`src/rtl/iexec_pkg.sv`:
```
package iexec_pkg;
  // Instruction field positions (fixed by the encoding)
  localparam int unsigned IW      = 32;
  localparam int unsigned OPC_HI  = 31;
  localparam int unsigned OPC_LO  = 26;
  localparam int unsigned RS_LO   = 21;
  localparam int unsigned RT_LO   = 16;
  localparam int unsigned RD_LO   = 11;
  localparam int unsigned FN_W    = 6;
  localparam int unsigned IMM_W   = 16;
  localparam int unsigned RADDR_W = 5;

  localparam logic [5:0] OPC_REG  = 6'h00;
  localparam logic [5:0] OPC_ADDI = 6'h08;
  localparam logic [5:0] OPC_SLTI = 6'h0A;
  localparam logic [5:0] OPC_LUI  = 6'h0F;

  localparam logic [5:0] FN_ADD = 6'h20;
  localparam logic [5:0] FN_SUB = 6'h22;
  localparam logic [5:0] FN_SLT = 6'h2A;

  typedef enum logic [1:0] {
    K_ADD = 2'd0,
    K_SUB = 2'd1,
    K_SLT = 2'd2,
    K_LUI = 2'd3
  } exec_kind_e;
endpackage

```
`src/rtl/iexec_decode.sv`:
```
module iexec_decode
  import iexec_pkg::*;
#(
  parameter int unsigned AW = RADDR_W
) (
  input  logic [IW-1:0] instr,
  input  logic          instr_valid,
  output logic [AW-1:0] src_a,
  output logic [AW-1:0] src_b,
  output logic [AW-1:0] dst,
  output exec_kind_e    kind,
  output logic          use_imm,
  output logic          illegal,
  output logic          do_write
);
  logic [5:0]      opc;
  logic [FN_W-1:0] fn;
  logic [AW-1:0]   rd_f;
  logic            unused_shamt;

  assign opc          = instr[OPC_HI:OPC_LO];
  assign fn           = instr[FN_W-1:0];
  assign src_a        = instr[RS_LO +: AW];
  assign src_b        = instr[RT_LO +: AW];
  assign rd_f         = instr[RD_LO +: AW];
  assign unused_shamt = ^instr[RD_LO-1:FN_W];

  always_comb begin
    kind    = K_ADD;
    use_imm = 1'b0;
    illegal = 1'b0;
    dst     = src_b;
    unique case (opc)
      OPC_REG: begin
        dst = rd_f;
        unique case (fn)
          FN_ADD:  kind = K_ADD;
          FN_SUB:  kind = K_SUB;
          FN_SLT:  kind = K_SLT;
          default: illegal = 1'b1;
        endcase
      end
      OPC_ADDI: begin kind = K_ADD; use_imm = 1'b1; end
      OPC_SLTI: begin kind = K_SLT; use_imm = 1'b1; end
      OPC_LUI:  begin kind = K_LUI; use_imm = 1'b1; end
      default:  illegal = 1'b1;
    endcase
  end

  // Writes to register 0 are never requested
  assign do_write = instr_valid && !illegal && (dst != '0);
endmodule

```
`src/rtl/iexec_alu.sv`:
```
module iexec_alu
  import iexec_pkg::*;
#(
  parameter int unsigned XLEN = 32
) (
  input  logic [XLEN-1:0]  opa,
  input  logic [XLEN-1:0]  opb,
  input  logic [IMM_W-1:0] imm,
  input  exec_kind_e       kind,
  input  logic             use_imm,
  output logic [XLEN-1:0]  result
);
  localparam int unsigned EXT_W = XLEN - IMM_W;

  function automatic logic [XLEN-1:0] sext_imm(input logic [IMM_W-1:0] v);
    return {{EXT_W{v[IMM_W-1]}}, v};
  endfunction

  function automatic logic [XLEN-1:0] add_wrap(input logic [XLEN-1:0] x, input logic [XLEN-1:0] y);
    return x + y;
  endfunction

  function automatic logic [XLEN-1:0] sub_wrap(input logic [XLEN-1:0] x, input logic [XLEN-1:0] y);
    return x + ~y + 1'b1;
  endfunction

  function automatic logic [XLEN-1:0] less_signed(input logic [XLEN-1:0] x, input logic [XLEN-1:0] y);
    logic lt;
    if (x[XLEN-1] != y[XLEN-1]) lt = x[XLEN-1];
    else                        lt = (x[XLEN-2:0] < y[XLEN-2:0]);
    return {{(XLEN-1){1'b0}}, lt};
  endfunction

  function automatic logic [XLEN-1:0] upper_load(input logic [IMM_W-1:0] v);
    return {v, {EXT_W{1'b0}}};
  endfunction

  logic [XLEN-1:0] opb_eff;
  assign opb_eff = use_imm ? sext_imm(imm) : opb;

  always_comb begin
    unique case (kind)
      K_ADD:   result = add_wrap(opa, opb_eff);
      K_SUB:   result = sub_wrap(opa, opb_eff);
      K_SLT:   result = less_signed(opa, opb_eff);
      default: result = upper_load(imm);
    endcase
  end
endmodule

```
`src/rtl/iexec_regfile.sv`:
```
module iexec_regfile #(
  parameter int unsigned XLEN = 32,
  parameter int unsigned NREG = 32,
  parameter int unsigned AW   = $clog2(NREG)
) (
  input  logic            clk,
  input  logic            rst_n,
  input  logic [AW-1:0]   raddr_a,
  input  logic [AW-1:0]   raddr_b,
  output logic [XLEN-1:0] rdata_a,
  output logic [XLEN-1:0] rdata_b,
  input  logic            wen,
  input  logic [AW-1:0]   waddr,
  input  logic [XLEN-1:0] wdata
);
  logic [XLEN-1:0] regs [NREG];

  for (genvar g = 0; g < NREG; g++) begin : g_reg
    if (g == 0) begin : g_zero
      assign regs[g] = '0;
    end else begin : g_store
      always_ff @(posedge clk or negedge rst_n) begin
        if (!rst_n)                             regs[g] <= '0;
        else if (wen && (waddr == AW'(g)))      regs[g] <= wdata;
      end
    end
  end

  assign rdata_a = regs[raddr_a];
  assign rdata_b = regs[raddr_b];
endmodule

```
`src/rtl/int_exec_core.sv`:
```
module int_exec_core
  import iexec_pkg::*;
#(
  parameter int unsigned XLEN = 32,
  parameter int unsigned NREG = 32,
  parameter int unsigned AW   = $clog2(NREG)
) (
  input  logic            clk,
  input  logic            rst_n,
  input  logic            instr_valid,
  input  logic [IW-1:0]   instr,
  output logic [XLEN-1:0] opa_q,
  output logic [XLEN-1:0] opb_q,
  output logic            wb_en,
  output logic [AW-1:0]   wb_addr,
  output logic [XLEN-1:0] wb_data
);
  logic [AW-1:0] src_a, src_b, dst;
  exec_kind_e    kind;
  logic          use_imm, dec_write;

  // Named internal events for the checker
  logic ev_illegal, ev_cmp, ev_lui;

  iexec_decode #(.AW(AW)) u_dec (
    .instr(instr), .instr_valid(instr_valid),
    .src_a(src_a), .src_b(src_b), .dst(dst),
    .kind(kind), .use_imm(use_imm), .illegal(ev_illegal), .do_write(dec_write)
  );

  iexec_regfile #(.XLEN(XLEN), .NREG(NREG), .AW(AW)) u_rf (
    .clk(clk), .rst_n(rst_n),
    .raddr_a(src_a), .raddr_b(src_b), .rdata_a(opa_q), .rdata_b(opb_q),
    .wen(wb_en), .waddr(wb_addr), .wdata(wb_data)
  );

  iexec_alu #(.XLEN(XLEN)) u_alu (
    .opa(opa_q), .opb(opb_q), .imm(instr[IMM_W-1:0]),
    .kind(kind), .use_imm(use_imm), .result(wb_data)
  );

  assign ev_cmp  = (kind == K_SLT) && !ev_illegal;
  assign ev_lui  = (kind == K_LUI) && !ev_illegal;
  assign wb_en   = rst_n && dec_write;
  assign wb_addr = dst;
endmodule

```
`config.mk`:
```
export PLATFORM = sky130hd
export DESIGN_NAME = int_exec_core
export DESIGN_NICKNAME = d
export VERILOG_FILES = /design/src/rtl/iexec_pkg.sv /design/src/rtl/iexec_decode.sv /design/src/rtl/iexec_alu.sv /design/src/rtl/iexec_regfile.sv /design/src/rtl/int_exec_core.sv
export SDC_FILE = /design/constraint.sdc
export NUM_CORES = 2
export LEC_CHECK = 0
export BUFFER_PORTS_ARGS = -buffer_cell sky130_fd_sc_hd__buf_2
export CAP_MARGIN = 20
export CORE_MARGIN = 1.5
export CORE_UTILIZATION = 45
export CTS_BUF_LIST = sky130_fd_sc_hd__clkbuf_16
export CTS_CLUSTER_SIZE = 14
export DETAILED_ROUTE_END_ITERATION = 8
export PLACE_DENSITY = 0.72
export SETUP_SLACK_MARGIN = 0.5
export SLEW_MARGIN = 30
export SYNTH_ARGS = -nofsm -noshare
export SYNTH_HDL_FRONTEND = slang
export SYNTH_HIERARCHICAL = 1
export SYNTH_SLANG_ARGS = --single-unit
```
`constraint.sdc`:
```
create_clock -name clk -period 5.2 [get_ports clk]
set_input_delay 0 -clock clk [delete_from_list [all_inputs] [get_ports clk]]
set_output_delay 0 -clock clk [all_outputs]
set_load 0.01 [all_outputs]
```
==> flow_metrics.py <==
metrics = {
    "run_status": {
        "status": "finished with violations",
        "violations": "setup timing",
    },
    "setup_path": {
        "critical_path.top_delay_family": "compound AO/OA/AOI/OAI gates",
        "cp-start-kind": "flop",
        "cp_num_buf_inv": 5,
        "path_class": "reg2out",
        "cp_common_cell": "buf_4",
        "crit_path_max_incr_delay_ns": 0.51,
        "slowest_stage": "mux4_2",
        "path_cells": "mux4_2 > a22o_1 > o21ai_1 > buf_4 > o31ai_4 > mux2i_2 > inv_1 > ha_2 > o31a_1 > a2111oi_4 > o21ai_4 > a21o_1 > o21a_1 > a311oi_4 > buf_4 > mux2i_1 > a211o_2 > buf_12 > buf_6",
        "arrival_ns": 5.29,
        "cp.required_ns": 5.20,
        "crit_fanout": 3,
        "crit_path_end_kind": "output pin",
    },
    "floorplanning": {
        "io_pins": 137,
        "die_area_sq_um": 130400,
        "initial_utilization": 0.4531,
        "dieHeight_um": 361.1,
        "core_area_sq_um": 127400,
        "die_w_um": 361.1,
        "row_count": 131,
    },
    "cells_and_area": {
        "layout_commonest_cell": "dfrtp_1",
        "regArea_sq_um": 24820,
        "final_area_sq_um": 69030,
        "multi_input_comb_area_sq_um": 32190,
        "largest_reg_flops": 992,
        "areaGrowthSynthToFinish_pct": 19.62,
        "drive_gt1_frac": 0.5024,
        "top_regs": "u_rf/regs x992",
        "final_net_count": 4743,
        "layout_common_cells": "992 x dfrtp_1, 839 x mux2_2, 389 x buf_4",
        "regMostFlops": "u_rf/regs",
        "fin_util": 0.5420,
        "final.fill_count": 10090,
    },
    "clock_tree": {
        "clkSinkCount": 992,
        "clkLatencyLatePin_ns": 0.72,
        "numCtsBuffers": 100,
        "clockRootBuffer": "clkbuf_16",
        "h-tree-depth": 3,
        "cts_tree": "yes",
        "clk_path_buf_depth": 3,
        "cts.clk_slew.worst_paths_ns": 0.06,
    },
    "synthesis": {
        "synth.distinct_cells": 79,
        "yosysTopAreaCell": "dfrtp_1",
        "synth-edff-count": 0,
        "synthArstFlopShare": 1.000,
        "synth.avg_cell_area_sq_um": 13.34,
        "netlist.area_leader.share": 0.4302,
        "ys_warn_count": 6,
        "seq_area_frac_synth": 0.4302,
        "synth-seq-cells": 992,
        "syn_nets": 4427,
        "syn_inst": 4327,
        "yosys-top-cells-area": "dfrtp_1 43%, mux2_2 18%, mux4_2 15%",
        "synth_ff_type": "dfrtp_1",
        "syn_area_sq_um": 57710,
    },
    "sta": {
        "fin_hold_ws_ns": 0.1100,
        "hold_violations": 0,
        "finalClockSkew_ns": 0.04093,
        "max_freq_ghz": 0.1890,
        "setup_tns_ns": -0.2319,
        "fin_crit_sh": 1.017,
        "rsz0062_at_grt": "true",
        "slew_headroom": 0.2533,
        "fin_ws_ns": -0.09025,
        "fin_crit_ns": 5.290,
        "final_max_slew_viol_count": 0,
        "setup_viol": 7,
        "tightest_slew_ns": 1.111,
    },
    "placed_design": {
        "dp_hpwl_um": 119200,
        "gp_congestion": 0.9723,
        "dpl_cell_area_sq_um": 62560,
        "io_buffers": 136,
    },
    "global_route": {
        "antenna_found_initial": 3,
        "grt_overflow": 0,
        "grt_pass1_vias": 42950,
        "grt_pass1_wl_um": 281900,
        "grtUsageTotal": 0.2876,
        "grt_max_degree": 158,
    },
    "power_and_ir_drop": {
        "vdd_drop_max_mv": 0.2490,
        "p_leak_nw": 32.63,
        "p_per_area_nw_per_um2": 257.8,
    },
    "routing": {
        "drt_iter0_markers": 5278,
        "vias": 42410,
        "routed_wl_um": 194400,
        "vias_per_cell": 6.638,
        "drt_first_pass_iters": 6,
        "wl_per_cell_um": 30.43,
        "drc": 0,
        "postRouteAntennaNets": 0,
    },
    "min_path": {
        "hold_path_class": "in2reg",
    },
    "flow_run": {
        "drv_cap": 0,
    },
}
## synth_stat cells (all sizes together) (38+ instances only)
cell    count
mux2     1062
dfrtp     992
mux4      384
clkbuf    230
buf       223
a22o      194
mux2i     188
nand2     127
o21ai     105
nor2       94
a21oi      80
inv        74
o22ai      70
a211oi     69
o31ai      67
ha         63
and2       38
## metrics by stage
stage | power (mW) | setup slack [ns] | cells
2_1_floorplan | 9.049 | 0.5045 | 4327
3_3_place_gp | 10.05 | -0.1136 | 6084
3_5_place_dp | 10.07 | -0.1606 | 6084
4_1_cts | 17.62 | -0.1047 | 6344
5_1_grt | 18.26 | -0.1596 | 6387
6_report | 17.79 | -0.09025 | 6389
## where the power goes
| group | internal (mW) | leakage [nW] | total (mW) | switching (mW) |
|---|---|---|---|---|
| sequential | 7.78 | 13.9 | 7.82 | 0.0454 |
| combinational | 1.09 | 17.1 | 2.70 | 1.62 |
| clock | 4.12 | 1.66 | 7.27 | 3.15 |
| total | 13.0 | 32.6 | 17.8 | 4.82 |
## area by class of cell
type / count / share of cell area
clock buffer: 101 / 0.03661
tap: 1662 / 0.03013
clock inverter: 83 / 0.01019
sequential: 992 / 0.3596
antenna: 2 / 0.00007250
inverter: 75 / 0.004169
multi-input combinational: 2807 / 0.4663
timing repair buffer: 667 / 0.09289
## worst register-to-register path: stages, from the launching register on
cell and delay, ns:
dfrtp_1 0.40, mux4_2 0.51, a22o_1 0.26, o21ai_1 0.12, buf_4 0.17, o31ai_4 0.11, mux2i_2 0.33, inv_1 0.11
ha_2 0.20, o31a_1 0.35, a2111oi_4 0.34, o21ai_4 0.12, a21o_1 0.21, o21a_1 0.25, a311oi_4 0.31, buf_4 0.18
mux2i_1 0.07, a211o_2 0.33, buf_6 0.13, buf_6 0.10, buf_8 0.13, buf_16 0.15, mux2_4 0.26
## worst paths after layout
check	cells past startpoint	to	start	slack (ns)
max	19	wb_data[28]	u_rf/regs[10]	-0.09
min	5	u_rf/regs[788]	instr[4]	0.11
max reg2reg	22	u_rf/regs[252]	u_rf/regs[10]	-0.04
min reg2reg	1	u_rf/regs[547]	u_rf/regs[547]	0.51
max in group asynchronous	6	u_rf/regs[822]	rst_n	2.56
min in group asynchronous	4	u_rf/regs[102]	rst_n	0.50
## logic make-up after synthesis
kind of cell,Yosys count,share of synthesized area
mux,1634,0.3897
flops,992,0.4302
compound gates,680,0.08502
buf+inv,528,0.04208
simple gates,398,0.03411
fa+ha+maj,65,0.01435
xor+xnor,30,0.004553
## repair_timing
action | CTS | global route
setup endpoints to repair | 493 | 620
setup buffers | 55 | 35
hold buffers | 4 | 0
pin swaps | 60 | 77
gates resized for setup | 174 | 251
hold endpoints to repair | 226 | 0
gates cloned | 17 | 7
## layer usage
metal,up-vias,track usage,share of wire
met5,-,0,0.000067
met4,2,0.1329,0.045
li1,17160,-,-
met1,22210,0.3815,0.39
met2,2545,0.4415,0.46
met3,494,0.07597,0.11
No activity file was read; power rests on OpenSTA's default activity.
